[src/rtl/bus_rm_pkg.sv]
package bus_rm_pkg;

  localparam int NUM_WIN = 10;

  // Window indices; W7 and W8 are decoded by the lock state machine
  localparam int W_DEBUG   = 0;
  localparam int W_CRYPTO  = 1;
  localparam int W_BANK    = 2;
  localparam int W_MEMA    = 3;
  localparam int W_MEMB    = 4;
  localparam int W_SERIAL  = 5;
  localparam int W_NET     = 6;
  localparam int W_CLAIM   = 7;
  localparam int W_RELEASE = 8;
  localparam int W_CCTL    = 9;

  typedef enum logic [1:0] {
    LOCK_FREE = 2'd0,
    LOCK_A    = 2'd1,
    LOCK_B    = 2'd2
  } lock_state_e;

  function automatic logic [31:0] win_lo(input int idx);
    case (idx)
      W_DEBUG:   return 32'h4140_0000;
      W_CRYPTO:  return 32'h2800_0000;
      W_BANK:    return 32'h2800_0800;
      W_MEMA:    return 32'h2400_0000;
      W_MEMB:    return 32'h2480_0000;
      W_SERIAL:  return 32'h4060_0000;
      W_NET:     return 32'h40C0_0000;
      W_CLAIM:   return 32'h2800_0004;
      W_RELEASE: return 32'h2800_0008;
      W_CCTL:    return 32'h2800_0000;
      default:   return 32'hFFFF_FFFF;
    endcase
  endfunction

  function automatic logic [31:0] win_hi(input int idx);
    case (idx)
      W_DEBUG:   return 32'h4140_FFFF;
      W_CRYPTO:  return 32'h2800_0777;
      W_BANK:    return 32'h2800_0FFF;
      W_MEMA:    return 32'h2477_7777;
      W_MEMB:    return 32'h24FF_FFFF;
      W_SERIAL:  return 32'h4060_FFFF;
      W_NET:     return 32'h40C0_FFFF;
      W_CLAIM:   return 32'h2800_0007;
      W_RELEASE: return 32'h2800_000F;
      W_CCTL:    return 32'h2800_0003;
      default:   return 32'h0000_0000;
    endcase
  endfunction

  // Grant of one window to one master under one lock state (read or write alike)
  function automatic logic win_grant(input int idx, input logic mst, input lock_state_e st);
    case (idx)
      W_DEBUG:             return 1'b1;
      W_MEMA, W_SERIAL:    return ~mst;
      W_MEMB, W_NET:       return mst;
      W_CLAIM, W_RELEASE:  return 1'b1;
      W_CRYPTO, W_CCTL:    return (st == LOCK_A && !mst) || (st == LOCK_B && mst);
      default:             return 1'b0;
    endcase
  endfunction

endpackage

[src/rtl/rm_window_decode.sv]
module rm_window_decode
  import bus_rm_pkg::*;
#(
  parameter int ADDR_W = 32,
  parameter int N_WIN  = NUM_WIN
) (
  input  logic [ADDR_W-1:0] addr,
  output logic [N_WIN-1:0]  hit
);

  for (genvar g = 0; g < N_WIN; g++) begin : g_win
    localparam logic [ADDR_W-1:0] LO = ADDR_W'(win_lo(g));
    localparam logic [ADDR_W-1:0] HI = ADDR_W'(win_hi(g));
    assign hit[g] = (addr >= LO) && (addr <= HI);
  end

endmodule

[src/rtl/rm_perm_check.sv]
module rm_perm_check
  import bus_rm_pkg::*;
#(
  parameter int N_WIN = NUM_WIN
) (
  input  logic [N_WIN-1:0] hit,
  input  logic             master,
  input  logic             write,
  input  lock_state_e      state,
  output logic             allow,
  output logic             claim,
  output logic             release_wr
);

  logic [N_WIN-1:0] grant;

  for (genvar g = 0; g < N_WIN; g++) begin : g_grant
    assign grant[g] = hit[g] & win_grant(g, master, state);
  end

  // Any matching window that grants is enough (overlaps resolved by OR)
  assign allow      = |grant;
  assign claim      = write & hit[W_CLAIM];
  assign release_wr = write & hit[W_RELEASE];

  always_comb begin
    if (hit == '0) begin
      assert_outside_denied_R5: assert (!allow);
    end
    if (hit[W_CLAIM] || hit[W_RELEASE]) begin
      assert_trigger_open_R8: assert (allow);
    end
  end

endmodule

[src/rtl/rm_lock_fsm.sv]
module rm_lock_fsm
  import bus_rm_pkg::*;
(
  input  logic        clk,
  input  logic        rst,
  input  logic        acc_en,
  input  logic        master,
  input  logic        claim,
  input  logic        release_wr,
  output lock_state_e state
);

  lock_state_e nxt;

  always_comb begin
    nxt = state;
    case (state)
      LOCK_FREE: if (acc_en && claim) nxt = master ? LOCK_B : LOCK_A;
      LOCK_A:    if (acc_en && release_wr && !master) nxt = LOCK_FREE;
      LOCK_B:    if (acc_en && release_wr && master) nxt = LOCK_FREE;
      default:   nxt = LOCK_FREE;
    endcase
  end

  always_ff @(posedge clk) begin
    if (rst) state <= LOCK_FREE;
    else     state <= nxt;
  end

  assert_no_handover_a_R6: assert property (@(posedge clk) disable iff (rst)
    (state == LOCK_A) |-> ($past(state) != LOCK_B));
  assert_no_handover_b_R6: assert property (@(posedge clk) disable iff (rst)
    (state == LOCK_B) |-> ($past(state) != LOCK_A));
  assert_release_by_owner_R7: assert property (@(posedge clk) disable iff (rst)
    (state == LOCK_FREE && $past(state) == LOCK_A) |-> ($past(release_wr) && !$past(master)));
  assert_claim_needs_write_R8: assert property (@(posedge clk) disable iff (rst)
    (state != LOCK_FREE && $past(state) == LOCK_FREE) |-> ($past(acc_en) && $past(claim)));

endmodule

[src/rtl/bus_ref_monitor.sv]
module bus_ref_monitor
  import bus_rm_pkg::*;
#(
  parameter int ADDR_W = 32,
  parameter int DATA_W = 32
) (
  input  logic              clk,
  input  logic              rst,
  input  logic              req_valid,
  input  logic              req_master,
  input  logic [ADDR_W-1:0] req_addr,
  input  logic              req_write,
  input  logic [DATA_W-1:0] req_wdata,
  output logic              fwd_valid,
  output logic              fwd_master,
  output logic [ADDR_W-1:0] fwd_addr,
  output logic              fwd_write,
  output logic [DATA_W-1:0] fwd_wdata,
  output logic              err_valid,
  output logic              err_master,
  output logic              viol_flag,
  output logic              viol_master,
  output logic [ADDR_W-1:0] viol_addr
);

  localparam int N_WIN = NUM_WIN;

  logic [N_WIN-1:0] hit;
  logic             allow;
  logic             claim;
  logic             release_wr;
  lock_state_e      state;

  rm_window_decode #(.ADDR_W(ADDR_W), .N_WIN(N_WIN)) u_decode (
    .addr (req_addr),
    .hit  (hit)
  );

  rm_perm_check #(.N_WIN(N_WIN)) u_perm (
    .hit        (hit),
    .master     (req_master),
    .write      (req_write),
    .state      (state),
    .allow      (allow),
    .claim      (claim),
    .release_wr (release_wr)
  );

  rm_lock_fsm u_fsm (
    .clk        (clk),
    .rst        (rst),
    .acc_en     (req_valid & allow),
    .master     (req_master),
    .claim      (claim),
    .release_wr (release_wr),
    .state      (state)
  );

  always_ff @(posedge clk) begin
    if (rst) begin
      fwd_valid   <= 1'b0;
      fwd_master  <= 1'b0;
      fwd_addr    <= '0;
      fwd_write   <= 1'b0;
      fwd_wdata   <= '0;
      err_valid   <= 1'b0;
      err_master  <= 1'b0;
      viol_flag   <= 1'b0;
      viol_master <= 1'b0;
      viol_addr   <= '0;
    end else begin
      fwd_valid <= req_valid & allow;
      err_valid <= req_valid & ~allow;
      if (req_valid) begin
        fwd_master <= req_master;
        fwd_addr   <= req_addr;
        fwd_write  <= req_write;
        fwd_wdata  <= req_wdata;
        err_master <= req_master;
      end
      if (req_valid && !allow && !viol_flag) begin
        viol_flag   <= 1'b1;
        viol_master <= req_master;
        viol_addr   <= req_addr;
      end
    end
  end

  assert_fwd_err_excl_R4: assert property (@(posedge clk) disable iff (rst)
    !(fwd_valid && err_valid));
  assert_fwd_latency_R2: assert property (@(posedge clk) disable iff (rst)
    fwd_valid |-> ($past(req_valid) && fwd_addr == $past(req_addr)));
  assert_viol_sticky_R10: assert property (@(posedge clk) disable iff (rst)
    viol_flag |=> (viol_flag && $stable(viol_addr) && $stable(viol_master)));
  assert_err_with_viol_R10: assert property (@(posedge clk) disable iff (rst)
    err_valid |-> viol_flag);

endmodule

[config.mk]
export PLATFORM = sky130hd
export DESIGN_NAME = bus_ref_monitor
export DESIGN_NICKNAME = d
export VERILOG_FILES = /design/src/rtl/bus_rm_pkg.sv /design/src/rtl/rm_window_decode.sv /design/src/rtl/rm_perm_check.sv /design/src/rtl/rm_lock_fsm.sv /design/src/rtl/bus_ref_monitor.sv
export SDC_FILE = /design/constraint.sdc
export NUM_CORES = 1
export LEC_CHECK = 0
export ABC_AREA = 0
export BUFFER_PORTS_ARGS = -buffer_cell sky130_fd_sc_hd__buf_2
export CORE_MARGIN = 2
export CORE_UTILIZATION = 40
export DETAILED_ROUTE_END_ITERATION = 8
export PLACE_DENSITY = 0.7
export SLEW_MARGIN = 0
export SYNTH_ARGS = -nofsm -noshare
export SYNTH_HDL_FRONTEND = slang
export SYNTH_SLANG_ARGS = --single-unit
[constraint.sdc]
create_clock -name clk -period 1.95 [get_ports clk]
set_input_delay 0.195 -clock clk [delete_from_list [all_inputs] [get_ports clk]]
set_output_delay 0.195 -clock clk [all_outputs]
set_load 0.01 [all_outputs]
==> results of run 1 <==
==> cell usage in the layout (no fill, tap or decap), types with 4 or more instances in the layout <==
| cell type | n |
|---|---|
| nor2_1 | 73 |
| nor3_1 | 4 |
| nand2_1 | 74 |
| nand3_1 | 4 |
| mux2i_1 | 97 |
| nand4_1 | 8 |
| clkbuf_8 | 11 |
| buf_2 | 168 |
| buf_6 | 5 |
| dfxtp_1 | 102 |
| buf_4 | 58 |
| nor4_1 | 4 |
==> registers in the layout, summed over array words and instances (netlist names) <==
| signal | count |
|---|---|
| err_valid | 1 |
| fwd_wdata | 32 |
| viol_flag | 1 |
| fwd_addr | 32 |
| err_master | 1 |
| viol_master | 1 |
| viol_addr | 32 |
| u_fsm.state | 2 |
| fwd_write | 1 |
| fwd_valid | 1 |
==> kinds of logic after synthesis <==
| family | after synthesis | synth area share |
|---|---|---|
| DFF | 104 | 0.489 |
| and+or+nand+nor | 200 | 0.215 |
| muxes | 98 | 0.230 |
| AOI/OAI and AO/OA | 17 | 0.0279 |
| buffers and inverters | 33 | 0.0376 |
==> what timing repair did <==
action	CTS	global route
buffers inserted	2	3
gates cloned	0	2
gates resized for setup	10	11
pin swaps	3	7
hold buffers	0	0
endpoints found under the setup margin	33	37
==> power breakdown <==
| part | switching [mW] | internal [mW] | total (mW) | leakage, nW |
|---|---|---|---|---|
| logic | 0.423 | 0.382 | 0.805 | 2.09 |
| clock network | 0.722 | 0.920 | 1.64 | 0.126 |
| registers | 0.0653 | 2.25 | 2.32 | 0.858 |
| total | 1.21 | 3.55 | 4.76 | 3.07 |
==> per-layer routing <==
metal,GRT usage,vias up
met2,0.379,164
met5,0,-
met1,0.302,1879
li1,-,1980
met3,0.0359,27
met4,0.0891,0
==> critical path, stage by stage <==
cell and delay (ns):
buf_8 0.10, or4_4 0.53, or4_4 0.61, nor3_4 0.25, a2111oi_4 0.08, nand3_2 0.12, nor4b_4 0.05, buf_6 0.15
clkbuf_16 0.16, mux2i_1 0.11
==> cell type report <==
type / count / area (µm²) / area share
Tap cell: 136 / 170 / 0.0280
Clock buffer: 11 / 151 / 0.0249
Timing Repair Buffer: 237 / 1460 / 0.240
Inverter: 2 / 7.51 / 0.00123
Sequential cell: 104 / 2080 / 0.343
Multi-Input combinational cell: 315 / 2110 / 0.347
Clock inverter: 5 / 103 / 0.0169
==> metrics by stage <==
| stage | hold WS (ns) | cells | TNS, ns | util |
|---|---|---|---|---|
| finish | 0.0549 | 810 | -5.07 | 0.589 |
| detailed placement | 0.438 | 788 | -12.61 | 0.547 |
| global placement | 0.427 | 788 | -11.20 | 0.547 |
| global route | 0.0539 | 810 | -6.56 | 0.589 |
| CTS | 0.0434 | 806 | -1.73 | 0.578 |
| floorplan | 0.337 | 452 | -5.10 | - |
==> final timing paths <==
kind / start / endpoint / slack [ns] / depth (start not counted)
max: req_addr[13] / viol_addr[21] / -0.16 / 10
min: req_wdata[7] / fwd_wdata[7] / 0.05 / 3
max reg2reg: u_fsm.state[0] / viol_addr[26] / -0.09 / 9
min reg2reg: viol_addr[4] / viol_addr[4] / 0.46 / 2
==> impl_metrics.py, run 1 <==
metrics = {
    "floorplan": {
        "io_pins": 172,
        "fp.coreArea_um2": 10300,
        "die-area_um2": 11500,
        "floorplan.initialDensity": 0.412,
        "die_height_um": 107,
        "placementRows": 37,
        "die_width_um": 107,
    },
    "placed_design": {
        "dp_worst_setup_slack_ns": -0.377,
        "postPlaceCellArea_um2": 5650,
        "io_buffers": 171,
        "gp_routability_congestion": 0.969,
        "dp.final_hpwl_um": 9990,
    },
    "drt": {
        "drc_errors_left": 0,
        "drtIter0Drc": 206,
        "first_pass_drt_iterations": 5,
        "met3WireLength_um": 875,
        "num_vias": 4050,
        "dr_wl_met2_um": 6310,
        "avgViaCountPerCell": 5.00,
        "detail_route.wirelength.met1_um": 5710,
        "route.detailed.wl_per_inst_um": 16.3,
        "drt-total-wl_um": 13200,
        "routed.top_layer": "met4",
        "antenna_left": 0,
    },
    "sta": {
        "skew_ns": 0.0100,
        "final_critical_path_setup_slack_ns": -0.159,
        "timing.final.hold_violations": 0,
        "maxSlewHeadroom": 0.676,
        "rsz0062_at_grt": "true",
        "achievable-frequency_ghz": 0.474,
        "fin_crit_sh": 1.08,
        "final_max_slew_viol_count": 0,
        "worst_slew_pin_slew_ns": 0.481,
        "setup_violations": 36,
        "timing.final.crit_period_ns": 2.11,
    },
    "finish": {
        "filler_cell_count": 939,
        "fin_area_um2": 6080,
        "drive_above_1_share": 0.402,
        "antennaDiodeCount": 0,
        "signed_area_change_from_the_synthesized_netlist_to_the_final_layout_pct": 42.8,
        "finish.net_count": 738,
    },
    "synthesis": {
        "synth-seq-cells": 104,
        "synth_top_area_share": 0.489,
        "async_flop_share": 0,
        "mappedNetlistNets": 521,
        "syn_inst": 452,
        "post_synth_num_cell_types": 41,
        "yosys_most_used_dff": "dfxtp_1",
        "synth_area_per_cell_um2": 9.42,
        "netlist_top_cells_area": "dfxtp_1 49%, mux2i_1 23%, nand2_1 6.6%, nor2_1 6.5%, clkbuf_1 1.6%",
        "synth_edf_count": 0,
        "synth_sequential_area_ratio": 0.489,
        "post-synth-top-count-cell": "dfxtp_1",
        "yosysWarningCount": 0,
        "syn-cell-area_um2": 4260,
        "synth_common_cells": "104 x dfxtp_1, 98 x mux2i_1, 75 x nand2_1, 74 x nor2_1, 18 x clkbuf_1",
        "synth_top_cell_by_area": "dfxtp_1",
    },
    "grt": {
        "globalRouteOverflowTotal": 0,
        "grt_first_pass_wirelength_um": 20500,
        "grt_pass1_vias": 3870,
        "global_route_usage_over_all_layers": 0.230,
        "antenna_found_initial": 0,
        "pin_count_of_the_biggest_net_entering_global_routing": 68,
    },
    "clocking": {
        "clkLatencyLatePin_ns": 0.37,
        "tritoncts": "done",
        "root_buffer": "clkbuf_8",
        "worst_setup_hold_path_clk_slew_ns": 0.10,
        "cts_buffer_depth": 2,
        "h-tree-depth": 3,
        "clock_buffer_count_from_cts": 9,
        "clock-sinks": 104,
    },
    "setup_path": {
        "timing.critical_path.fanout_max": 6,
        "setup_crit_start_kind": "input port",
        "critPathRequiredTime_ns": 2.21,
        "arrival_time_at_the_worst_endpoint_ns": 2.37,
        "setup.worst_path.class": "in -> reg",
        "cp-end-kind": "register",
    },
    "power_and_ir_drop": {
        "pwr_density_cell_nw_per_um2": 783,
        "p_leak_nw": 3.07,
        "ir_worst_vdd_uv": 457,
        "p_total_mw": 4.76,
    },
    "min_path": {
        "min-delay-path-class": "in -> reg",
    },
    "run_status": {
        "status": "finished, violations left",
        "failing_checks": "setup timing",
    },
    "run": {
        "max_cap_violations": 0,
    },
}
No activity file was read; power rests on OpenSTA's default activity.
==> run 2: changes to the inputs <==
--- a/config.mk
+++ b/config.mk
@@ -5,12 +5,12 @@
 export SDC_FILE = /design/constraint.sdc
 export NUM_CORES = 1
 export LEC_CHECK = 0
-export ABC_AREA = 0
+export ABC_AREA = 1
 export BUFFER_PORTS_ARGS = -buffer_cell sky130_fd_sc_hd__buf_2
 export CORE_MARGIN = 2
 export CORE_UTILIZATION = 40
 export DETAILED_ROUTE_END_ITERATION = 8
-export PLACE_DENSITY = 0.7
+export PLACE_DENSITY = 0.69
 export SLEW_MARGIN = 0
 export SYNTH_ARGS = -nofsm -noshare
 export SYNTH_HDL_FRONTEND = slang
==> run 2 against run 1 <==
The run now ends clean. Non-clock buffer count fell by 34. Sequential power rose by 3%. Setup slack improved by 0.54 ns. Design area fell by 4.3%. Wire length shrank 2.8%. Sequential share of layout area rose by 1.5 points.
==> impl_metrics.py, run 2 <==
metrics = {
    "synthesis": {
        "mappedNetlistNets": 737,
        "yosysWarningCount": 0,
        "synth_top_cell_by_area": "dfxtp_1",
        "synth_sequential_area_ratio": 0.466,
        "syn-cell-area_um2": 4460,
        "synth-seq-cells": 104,
        "netlist_top_cells_area": "dfxtp_1 47%, nor2_1 17%, nand2_1 10%, o21ai_0 7.7%, inv_1 5.2%",
        "post_synth_num_cell_types": 25,
        "synth_top_area_share": 0.466,
        "async_flop_share": 0,
        "syn_inst": 668,
        "post-synth-top-count-cell": "nor2_1",
        "synth_area_per_cell_um2": 6.68,
        "yosys_most_used_dff": "dfxtp_1",
        "synth_edf_count": 0,
        "synth_common_cells": "200 x nor2_1, 119 x nand2_1, 104 x dfxtp_1, 69 x o21ai_0, 62 x inv_1",
    },
    "grt": {
        "pin_count_of_the_biggest_net_entering_global_routing": 61,
        "grt_pass1_vias": 4403,
        "grt_first_pass_wirelength_um": 20500,
        "global_route_usage_over_all_layers": 0.220,
        "globalRouteOverflowTotal": 0,
        "antenna_found_initial": 0,
    },
    "sta": {
        "final_critical_path_setup_slack_ns": 0.382,
        "setup_violations": 0,
        "final_max_slew_viol_count": 0,
        "final.setup.tns_ns": 0,
        "maxSlewHeadroom": 0.663,
        "worst_hold_slack_ns": 0.0484,
        "timing.final.hold_violations": 0,
        "fin_crit_sh": 0.804,
        "skew_ns": 0.00273,
        "rsz0062_at_grt": "false",
        "worst_slew_pin_slew_ns": 0.506,
        "achievable-frequency_ghz": 0.638,
        "timing.final.crit_period_ns": 1.57,
    },
    "power_and_ir_drop": {
        "p_sw_mw": 1.37,
        "power_report.internal_total_mw": 3.36,
        "pwr_density_cell_nw_per_um2": 814,
        "p_total_mw": 4.73,
        "switching_power_share_of_the_total": 0.290,
        "ir_worst_vdd_uv": 497,
        "p_leak_nw": 3.10,
        "share_comb_of_total_power": 0.210,
        "power.clock.fraction": 0.284,
        "p_seq_frac": 0.506,
    },
    "floorplan": {
        "die-area_um2": 12000,
        "placementRows": 38,
        "die_height_um": 110,
        "die_width_um": 110,
        "floorplan.initialDensity": 0.412,
        "io_pins": 172,
        "fp.coreArea_um2": 10800,
    },
    "clocking": {
        "root_buffer": "clkbuf_8",
        "clock_buffer_count_from_cts": 9,
        "clock-sinks": 104,
        "post-cts-setup-buffer-count": 0,
        "clkLatencyLatePin_ns": 0.36,
        "hold_fix_buffers_cts": 0,
        "tritoncts": "done",
        "cts_buffer_depth": 2,
        "cts-resized-gates": 0,
        "h-tree-depth": 3,
        "worst_setup_hold_path_clk_slew_ns": 0.09,
    },
    "run": {
        "max_cap_violations": 0,
    },
    "setup_path": {
        "setup.worst_path.class": "reg -> reg",
        "setup_crit_start_kind": "register",
        "timing.critical_path.fanout_max": 41,
        "critPathRequiredTime_ns": 2.21,
        "cp-end-kind": "register",
        "arrival_time_at_the_worst_endpoint_ns": 1.83,
    },
    "drt": {
        "drtIter0Drc": 225,
        "route.detailed.wl_per_inst_um": 12.9,
        "num_vias": 4592,
        "first_pass_drt_iterations": 5,
        "antenna_left": 0,
        "avgViaCountPerCell": 4.62,
        "drt-total-wl_um": 12800,
        "drc_errors_left": 0,
    },
    "finish": {
        "drive_above_1_share": 0.274,
        "layout_common_cells": "200 x nor2_1, 171 x buf_2, 119 x nand2_1",
        "final_common_cell": "nor2_1",
        "finish.net_count": 917,
        "antennaDiodeCount": 0,
        "largestRegisters": "fwd_addr: 32 flops, fwd_wdata: 32 flops, viol_addr: 32 flops",
        "filler_cell_count": 1148,
        "instances_no_fill": 993,
        "register_area_um2": 2080,
        "signed_area_change_from_the_synthesized_netlist_to_the_final_layout_pct": 30.4,
        "multiInputGateArea_um2": 1980,
    },
    "placed_design": {
        "gp_routability_congestion": 0.912,
        "dp_worst_setup_slack_ns": 0.0357,
        "dp.final_hpwl_um": 9760,
        "post-place-cells": 977,
        "io_buffers": 171,
    },
    "run_status": {
        "status": "complete, no violations",
    },
    "min_path": {
        "min-delay-path-class": "in -> reg",
    },
}
[run 2: changes by cell type after synthesis, moves of 25 or more]
cell | before | now
mux2i_1 | 98 | 0
inv_1 | 2 | 62
nand2_1 | 75 | 119
o21ai_0 | 2 | 69
a21oi_1 | 1 | 26
nor2_1 | 74 | 200
[run 2: power groups by stage]
stage | Sequential [mW] | Combinational, mW | Clock [mW]
2_1_floorplan | 2.52 | 0.490 | 0
6_report | 2.40 | 0.993 | 1.35
5_1_grt | 2.42 | 1.15 | 1.49
3_3_place_gp | 2.44 | 0.991 | 0
4_1_cts | 2.40 | 1.00 | 1.41
3_5_place_dp | 2.44 | 0.999 | 0
[run 2: routing by layer]
layer,vias up,track usage,wire [µm]
met1,2002,0.284,5820
met5,-,0,0
li1,2428,-,-
met4,0,0.0524,200
met2,148,0.355,5640
met3,14,0.0717,1160
[run 2: cell families after synthesis]
group                  count (synthesis)  share of synthesized area
AND/OR/NAND/NOR                      363                      0.325
AO/OA/AOI/OAI                        100                      0.116
flip-flops                           104                      0.466
buffers and inverters                101                     0.0925
[run 2: area by class of cell]
| cell class | count | share of cell area |
|---|---|---|
| flip-flops and latches | 104 | 0.358 |
| well taps | 140 | 0.0301 |
| clock buffers | 13 | 0.0273 |
| inverters | 67 | 0.0432 |
| repair buffers | 203 | 0.195 |
| clock inverters | 3 | 0.00688 |
| multi-input cells | 463 | 0.340 |
[run 2: path summary, 6_finish.rpt]
path | slack [ns] | depth (start not counted) | startpoint | to
max | 0.38 | 10 | u_fsm.state[0] | viol_addr[18]
min | 0.05 | 3 | req_wdata[20] | fwd_wdata[20]
max reg2reg | 0.38 | 10 | u_fsm.state[0] | viol_addr[18]
min reg2reg | 0.47 | 2 | fwd_write | fwd_write
[run 2: metrics by stage]
step | area, µm² | util
2_1_floorplan | 4460 | -
3_3_place_gp | 5620 | 0.518
3_5_place_dp | 5620 | 0.518
4_1_cts | 5820 | 0.537
5_1_grt | 5820 | 0.537
6_report | 5820 | 0.537
[run 2: critical path, stage by stage (launching register included)]
cell and delay [ns]:
dfxtp_1 0.33, inv_1 0.06, nor2_1 0.12, nor2_1 0.05, a211oi_1 0.26, a21oi_2 0.13
nand4_4 0.13, buf_12 0.20, nand2_1 0.08, nand2_1 0.06, nor2_1 0.03
